<file path="src/rtl/combo_alu_pkg.sv">
// Shared definitions for the compound logic/shift unit.
// Assumes an 8-bit status byte with the bit positions given below.
package combo_alu_pkg;

    localparam int FLAG_W = 8;
    localparam int FLG_C  = 0;
    localparam int FLG_Z  = 1;
    localparam int FLG_V  = 6;
    localparam int FLG_N  = 7;

    typedef enum logic [3:0] {
        OP_AND    = 4'd0,
        OP_OR     = 4'd1,
        OP_XOR    = 4'd2,
        OP_BTEST  = 4'd3,
        OP_SHL    = 4'd4,
        OP_SHR    = 4'd5,
        OP_ROTL   = 4'd6,
        OP_ROTR   = 4'd7,
        OP_ANDC   = 4'd8,
        OP_ANDSHR = 4'd9,
        OP_ANDROR = 4'd10,
        OP_MASKAX = 4'd11,
        OP_MASKLD = 4'd12,
        OP_STKAND = 4'd13
    } alu_op_e;

    // Per-flag update request produced by the decoder.
    typedef struct packed {
        logic n_en;
        logic n_val;
        logic z_en;
        logic z_val;
        logic v_en;
        logic v_val;
        logic c_en;
        logic c_val;
    } flag_upd_t;

endpackage

</file>
<file path="src/rtl/alu_logic_unit.sv">
// Bitwise datapath: plain AND/OR/XOR of A with the operand, plus the
// masked and stack combinations. Purely combinational.
// Assumes MASK has the same width as the datapath.
module alu_logic_unit #(
    parameter int               DATA_W = 8,
    parameter logic [DATA_W-1:0] MASK  = 8'hEE
) (
    input  logic [DATA_W-1:0] acc,
    input  logic [DATA_W-1:0] xr,
    input  logic [DATA_W-1:0] sp,
    input  logic [DATA_W-1:0] opnd,
    output logic [DATA_W-1:0] and_res,
    output logic [DATA_W-1:0] or_res,
    output logic [DATA_W-1:0] xor_res,
    output logic [DATA_W-1:0] mask_ax_res,
    output logic [DATA_W-1:0] mask_ld_res,
    output logic [DATA_W-1:0] stk_res
);

    logic [DATA_W-1:0] acc_masked;

    // Form all bitwise results in parallel.
    always_comb begin
        acc_masked  = acc | MASK;
        and_res     = acc & opnd;
        or_res      = acc | opnd;
        xor_res     = acc ^ opnd;
        mask_ax_res = acc_masked & xr & opnd;
        mask_ld_res = acc_masked & opnd;
        stk_res     = opnd & sp;
    end

endmodule

</file>
<file path="src/rtl/alu_shift_unit.sv">
// One-bit shifter. TO_RIGHT picks the direction; fill enters the vacated
// end and spill is the bit pushed out. Combinational.
module alu_shift_unit #(
    parameter int DATA_W   = 8,
    parameter bit TO_RIGHT = 1'b0
) (
    input  logic [DATA_W-1:0] val,
    input  logic              fill,
    output logic [DATA_W-1:0] res,
    output logic              spill
);

    generate
        if (TO_RIGHT) begin : g_right
            // Shift toward bit 0.
            assign res   = {fill, val[DATA_W-1:1]};
            assign spill = val[0];
        end else begin : g_left
            // Shift toward the MSB.
            assign res   = {val[DATA_W-2:0], fill};
            assign spill = val[DATA_W-1];
        end
    endgenerate

endmodule

</file>
<file path="src/rtl/alu_flag_update.sv">
// Applies per-flag update requests to the incoming status byte; flags
// without a request pass through unchanged. Combinational.
module alu_flag_update
    import combo_alu_pkg::*;
(
    input  logic [FLAG_W-1:0] flags_in,
    input  flag_upd_t         upd,
    output logic [FLAG_W-1:0] flags_nxt
);

    // Merge updated bits into the incoming byte.
    always_comb begin
        flags_nxt = flags_in;
        if (upd.n_en) flags_nxt[FLG_N] = upd.n_val;
        if (upd.z_en) flags_nxt[FLG_Z] = upd.z_val;
        if (upd.v_en) flags_nxt[FLG_V] = upd.v_val;
        if (upd.c_en) flags_nxt[FLG_C] = upd.c_val;
    end

endmodule

</file>
<file path="src/rtl/combo_logic_alu.sv">
// Logic, shift and combined-operation unit with one cycle of latency.
// Decodes req_op, picks the result from the bitwise and shift datapaths,
// forms the flag updates and registers everything on the next edge.
// Assumes DATA_W >= 3 (the combined rotate reads the two bits below MSB).
module combo_logic_alu
    import combo_alu_pkg::*;
#(
    parameter int               DATA_W = 8,
    parameter logic [DATA_W-1:0] MASK  = 8'hEE
) (
    input  logic              clk,
    input  logic              rst_n,
    input  logic              req_valid,
    input  logic [3:0]        req_op,
    input  logic [DATA_W-1:0] a_in,
    input  logic [DATA_W-1:0] x_in,
    input  logic [DATA_W-1:0] s_in,
    input  logic [DATA_W-1:0] data_in,
    input  logic [FLAG_W-1:0] flags_in,
    output logic              rsp_valid,
    output logic [DATA_W-1:0] a_out,
    output logic [DATA_W-1:0] x_out,
    output logic [DATA_W-1:0] s_out,
    output logic              a_we,
    output logic              x_we,
    output logic              s_we,
    output logic [FLAG_W-1:0] flags_out
);

    localparam int MSB = DATA_W - 1;

    logic [DATA_W-1:0] and_r, or_r, xor_r, mask_ax_r, mask_ld_r, stk_r;
    logic [DATA_W-1:0] shl_r, shr_r, tshr_r;
    logic              shl_c, shr_c, tshr_c;
    logic              c_old, is_rot_l, is_rot_r, is_andror;

    logic [DATA_W-1:0] a_nxt, x_nxt, s_nxt, res;
    logic              a_we_nxt, x_we_nxt, s_we_nxt, nz_en;
    flag_upd_t         upd;
    logic [FLAG_W-1:0] flags_nxt;
    alu_op_e           op;

    assign op        = alu_op_e'(req_op);
    assign c_old     = flags_in[FLG_C];
    assign is_rot_l  = (op == OP_ROTL);
    assign is_rot_r  = (op == OP_ROTR);
    assign is_andror = (op == OP_ANDROR);

    alu_logic_unit #(.DATA_W(DATA_W), .MASK(MASK)) u_logic (
        .acc         (a_in),
        .xr          (x_in),
        .sp          (s_in),
        .opnd        (data_in),
        .and_res     (and_r),
        .or_res      (or_r),
        .xor_res     (xor_r),
        .mask_ax_res (mask_ax_r),
        .mask_ld_res (mask_ld_r),
        .stk_res     (stk_r)
    );

    // Left shift/rotate of the accumulator.
    alu_shift_unit #(.DATA_W(DATA_W), .TO_RIGHT(1'b0)) u_shl (
        .val   (a_in),
        .fill  (is_rot_l & c_old),
        .res   (shl_r),
        .spill (shl_c)
    );

    // Right shift/rotate of the accumulator.
    alu_shift_unit #(.DATA_W(DATA_W), .TO_RIGHT(1'b1)) u_shr (
        .val   (a_in),
        .fill  (is_rot_r & c_old),
        .res   (shr_r),
        .spill (shr_c)
    );

    // Right shift/rotate of the AND result for the combined forms.
    alu_shift_unit #(.DATA_W(DATA_W), .TO_RIGHT(1'b1)) u_tshr (
        .val   (and_r),
        .fill  (is_andror & c_old),
        .res   (tshr_r),
        .spill (tshr_c)
    );

    // Decode: choose result, strobes and flag updates for this request.
    always_comb begin
        a_nxt    = a_in;
        x_nxt    = x_in;
        s_nxt    = s_in;
        res      = '0;
        a_we_nxt = 1'b0;
        x_we_nxt = 1'b0;
        s_we_nxt = 1'b0;
        nz_en    = 1'b0;
        upd      = '0;
        case (op)
            OP_AND: begin
                res = and_r; a_we_nxt = 1'b1; nz_en = 1'b1;
            end
            OP_OR: begin
                res = or_r; a_we_nxt = 1'b1; nz_en = 1'b1;
            end
            OP_XOR: begin
                res = xor_r; a_we_nxt = 1'b1; nz_en = 1'b1;
            end
            OP_BTEST: begin
                upd.n_en  = 1'b1;
                upd.n_val = data_in[MSB];
                upd.v_en  = 1'b1;
                upd.v_val = data_in[MSB-1];
                upd.z_en  = 1'b1;
                upd.z_val = (and_r == '0);
            end
            OP_SHL, OP_ROTL: begin
                res = shl_r; a_we_nxt = 1'b1; nz_en = 1'b1;
                upd.c_en = 1'b1; upd.c_val = shl_c;
            end
            OP_SHR, OP_ROTR: begin
                res = shr_r; a_we_nxt = 1'b1; nz_en = 1'b1;
                upd.c_en = 1'b1; upd.c_val = shr_c;
            end
            OP_ANDC: begin
                res = and_r; a_we_nxt = 1'b1; nz_en = 1'b1;
                upd.c_en = 1'b1; upd.c_val = and_r[MSB];
            end
            OP_ANDSHR: begin
                res = tshr_r; a_we_nxt = 1'b1; nz_en = 1'b1;
                upd.c_en = 1'b1; upd.c_val = tshr_c;
            end
            OP_ANDROR: begin
                res = tshr_r; a_we_nxt = 1'b1; nz_en = 1'b1;
                upd.c_en  = 1'b1; upd.c_val = tshr_r[MSB-1];
                upd.v_en  = 1'b1; upd.v_val = tshr_r[MSB-1] ^ tshr_r[MSB-2];
            end
            OP_MASKAX: begin
                res = mask_ax_r; a_we_nxt = 1'b1; nz_en = 1'b1;
            end
            OP_MASKLD: begin
                res = mask_ld_r; a_we_nxt = 1'b1; x_we_nxt = 1'b1;
                nz_en = 1'b1;
            end
            OP_STKAND: begin
                res = stk_r; a_we_nxt = 1'b1; x_we_nxt = 1'b1;
                s_we_nxt = 1'b1; nz_en = 1'b1;
            end
            default: begin
                res = '0;
            end
        endcase
        if (a_we_nxt) a_nxt = res;
        if (x_we_nxt) x_nxt = res;
        if (s_we_nxt) s_nxt = res;
        if (nz_en) begin
            upd.n_en  = 1'b1;
            upd.n_val = res[MSB];
            upd.z_en  = 1'b1;
            upd.z_val = (res == '0);
        end
    end

    alu_flag_update u_flags (
        .flags_in  (flags_in),
        .upd       (upd),
        .flags_nxt (flags_nxt)
    );

    // Response valid and strobes: one cycle after the request, low when idle.
    always_ff @(posedge clk) begin
        if (!rst_n) begin
            rsp_valid <= 1'b0;
            a_we      <= 1'b0;
            x_we      <= 1'b0;
            s_we      <= 1'b0;
        end else begin
            rsp_valid <= req_valid;
            a_we      <= req_valid & a_we_nxt;
            x_we      <= req_valid & x_we_nxt;
            s_we      <= req_valid & s_we_nxt;
        end
    end

    // Result data: captured only when a request is present.
    always_ff @(posedge clk) begin
        if (!rst_n) begin
            a_out     <= '0;
            x_out     <= '0;
            s_out     <= '0;
            flags_out <= '0;
        end else if (req_valid) begin
            a_out     <= a_nxt;
            x_out     <= x_nxt;
            s_out     <= s_nxt;
            flags_out <= flags_nxt;
        end
    end

endmodule

</file>
<file path="config.mk">
export PLATFORM = sky130hd
export DESIGN_NAME = combo_logic_alu
export DESIGN_NICKNAME = d
export VERILOG_FILES = /design/src/rtl/combo_alu_pkg.sv /design/src/rtl/alu_logic_unit.sv /design/src/rtl/alu_shift_unit.sv /design/src/rtl/alu_flag_update.sv /design/src/rtl/combo_logic_alu.sv
export SDC_FILE = /design/constraint.sdc
export NUM_CORES = 1
export LEC_CHECK = 0
export ABC_AREA = 1
export BUFFER_PORTS_ARGS = -buffer_cell sky130_fd_sc_hd__buf_2
export CAP_MARGIN = 20
export CORE_AREA = 2 2 89 74
export CTS_CLUSTER_DIAMETER = 150
export DETAILED_ROUTE_END_ITERATION = 7
export DIE_AREA = 0 0 91 76
export HOLD_SLACK_MARGIN = 0.15
export PLACE_DENSITY = 0.8
export SLEW_MARGIN = 20
export SYNTH_ARGS = -nofsm -noshare
export SYNTH_HDL_FRONTEND = slang
export SYNTH_SLANG_ARGS = --single-unit
</file>
<file path="constraint.sdc">
create_clock -name clk -period 3.3 [get_ports clk]
set_input_delay 0.33 -clock clk [delete_from_list [all_inputs] [get_ports clk]]
set_output_delay 0.33 -clock clk [all_outputs]
set_load 0.03 [all_outputs]
</file>
==> impl_metrics.env <==
export IMPL_status="completed"
export IMPL_die_w_um=91
export IMPL_clk_pin_slew_ps=80
export IMPL_ir_drop_v=0.0002150
export IMPL_final_cell_mix="126 x nand2_1, 82 x buf_2, 57 x nor2_1"
export IMPL_grt_max_degree=39
export IMPL_critPathCaptureType="register"
export IMPL_cp_max_fo=38
export IMPL_fin_util_pct=51.64
export IMPL_ys_warn_count=0
export IMPL_wl_um=8057
export IMPL_cts_path_max_buffers=2
export IMPL_yosys_top_cells_area="dfxtp_1 28%, nand2_1 18%, nor2_1 8.2%, ha_1 8.2%, inv_1 7.5%"
export IMPL_final_max_slew_viol_count=0
export IMPL_final_setup_tns_ps=0
export IMPL_synthCells=422
export IMPL_grt_pass1_wl_um=13290
export IMPL_relSlewSlack_pct=38.97
export IMPL_worst_setup_path_type="primary input to register"
export IMPL_post_place_ws_ps=1259
export IMPL_r2r_cells=2
export IMPL_ys_seq_elements=36
export IMPL_r2r_start="flags_out[1]"
export IMPL_cts_buffers=5
export IMPL_area_growth_pct=21.35
export IMPL_io_buffers=82
export IMPL_layout_setup_ws_ps=1544
export IMPL_antenna_found_initial=0
export IMPL_arrival_ps=1930
export IMPL_ios=83
export IMPL_clkLatencyLatePin_ps=290
export IMPL_clock_skew_ps=0
export IMPL_tightestPinTransition_ps=912.1
export IMPL_layout_min_cycle_time_ps=1756
export IMPL_syn_area_per_cell_um2=6.167
export IMPL_hold_buffers=0
export IMPL_drt_first_pass_iters=6
export IMPL_endpoint="flags_out[1]"
export IMPL_power_density_nw_per_um2=378.7
export IMPL_avgViaCountPerCell=5.179
export IMPL_synth_top_area_share_pct=27.69
export IMPL_drc=0
export IMPL_drive_gt1_share_pct=21.29
export IMPL_fin_area_um2=3158
export IMPL_startpoint="req_valid"
export IMPL_vias=3014
export IMPL_syn_cell_area_um2=2602
export IMPL_final_common_cell="nand2_1"
export IMPL_post_dp_hpwl_um=6340
export IMPL_ctsResizeCount=0
export IMPL_synth_fp_nets=486
export IMPL_wl_per_cell_um=13.84
export IMPL_setup_worst_path_start_class="primary input"
export IMPL_grt_pass1_vias=2721
export IMPL_die_area_um2=6916
export IMPL_synth_distinct_cells=27
export IMPL_nNetsFinal=561
export IMPL_hp_class="primary input to register"
export IMPL_grtUsageTotal_pct=23.66
export IMPL_post_cts_buffers=0
export IMPL_reg2reg_to="flags_out[1]"
export IMPL_start_util_pct=42.55
export IMPL_yosysSeqAreaShare_pct=27.69
export IMPL_coreArea_um2=6116
export IMPL_fp_row_count=26
export IMPL_diodes=0
export IMPL_finalHoldViolCount=0
export IMPL_dpl_cell_area_um2=3047
export IMPL_overflow=0
export IMPL_leakage_nw=1.715
export IMPL_r2r_slack_ps=2620
export IMPL_clock_fmax_mhz=569.5
export IMPL_ant_nets=0
export IMPL_cts_sink_count=36
export IMPL_setup_violations=0
export IMPL_gp_congestion=0.9512
export IMPL_die_h_um=76
export IMPL_rsz0062_at_grt="no"
export IMPL_drv_cap=0
export IMPL_fin_crit_sh_pct=53.21
export IMPL_worstPathRequired_ps=3470
export IMPL_drt_iter0_markers=295
export IMPL_htreeDepth=2
export IMPL_synth_area_leader_cell="dfxtp_1"
export IMPL_cts_tree="yes"
export IMPL_root_buffer="clkbuf_8"
-- worst min-delay path by stage --
stage          depth (start not counted)           end   startpoint
3_3_place_gp                           2      s_out[3]     s_out[3]
6_report                               3  flags_out[5]  flags_in[5]
5_1_grt                                3  flags_out[5]  flags_in[5]
3_5_place_dp                           2      x_out[6]     x_out[6]
4_1_cts                                3  flags_out[5]  flags_in[5]
2_1_floorplan                          2  flags_out[2]  flags_in[2]
-- critical path, cell delays in order --
cell and delay, ps:
buf_2 490, inv_1 580, a221oi_1 420, a21oi_2 100
-- per-layer routing --
metal,vias to the layer above,global-route usage [%],share of wire (%)
li1,1508,-,-
met1,1346,35.02,48
met2,148,35.48,43
met3,12,5.341,8.3
met4,0,4.394,1.4
met5,-,0,0
-- power breakdown --
group	switching, mW	total [mW]	leakage, nW	internal, mW
clock network	0.161	0.385	0.0541	0.224
registers	0.0144	0.478	0.297	0.463
logic	0.231	0.334	1.36	0.103
-- kinds of logic (layout without fill, tap and decap cells) --
group | Yosys count | in the layout | synth area share (%)
simple gates | 231 | 231 | 37.12
buf+inv | 70 | 146 | 11.06
compound gates | 68 | 68 | 15.96
flops | 36 | 36 | 27.69
fa+ha+maj | 17 | 17 | 8.173
-- state kept, by name, indices dropped and copies added (netlist names) --
register / cells
a_out: 8
flags_out: 8
s_out: 8
x_out: 8
a_we: 1
rsp_valid: 1
s_we: 1
x_we: 1
-- synthesized netlist by cell type --
cell type  instances
nand3_2            1
nor2_2             6
nor2_4             1
nand4_1            5
inv_4              1
nand3_1           28
clkbuf_1          12
nor3_1             2
nand2_1          126
nand3b_1           2
inv_1             52
buf_6              3
o21ai_1            3
a21oi_2            1
a21oi_1           25
nand2_4            1
o21ai_2            1
a221oi_1           2
o21ai_0           12
inv_2              1
dfxtp_1           36
clkinv_1           1
o211ai_1          23
nand2_2            2
nor2_1            57
ha_1              17
a22oi_1            1
-- final cells by class --
class	count	area [um^2]
clock inverters	3	42.54
well taps	84	105.1
multi-input cells	316	1594
flip-flops and latches	36	720.7
inverters	55	209.0
fillers	660	2958
repair buffers	83	417.9
clock buffers	5	68.82
-- through the flow --
stage / instances / total power [mW] / hold slack (ps)
after floorplan: 422 / 0.6999 / 464.9
after global placement: 574 / 0.8113 / 453.2
after detailed placement: 574 / 0.8171 / 457.6
after CTS: 582 / 1.198 / 259.3
after global routing: 582 / 1.260 / 266.1
final: 582 / 1.196 / 267.5
Power figures use the tool's default switching activity.
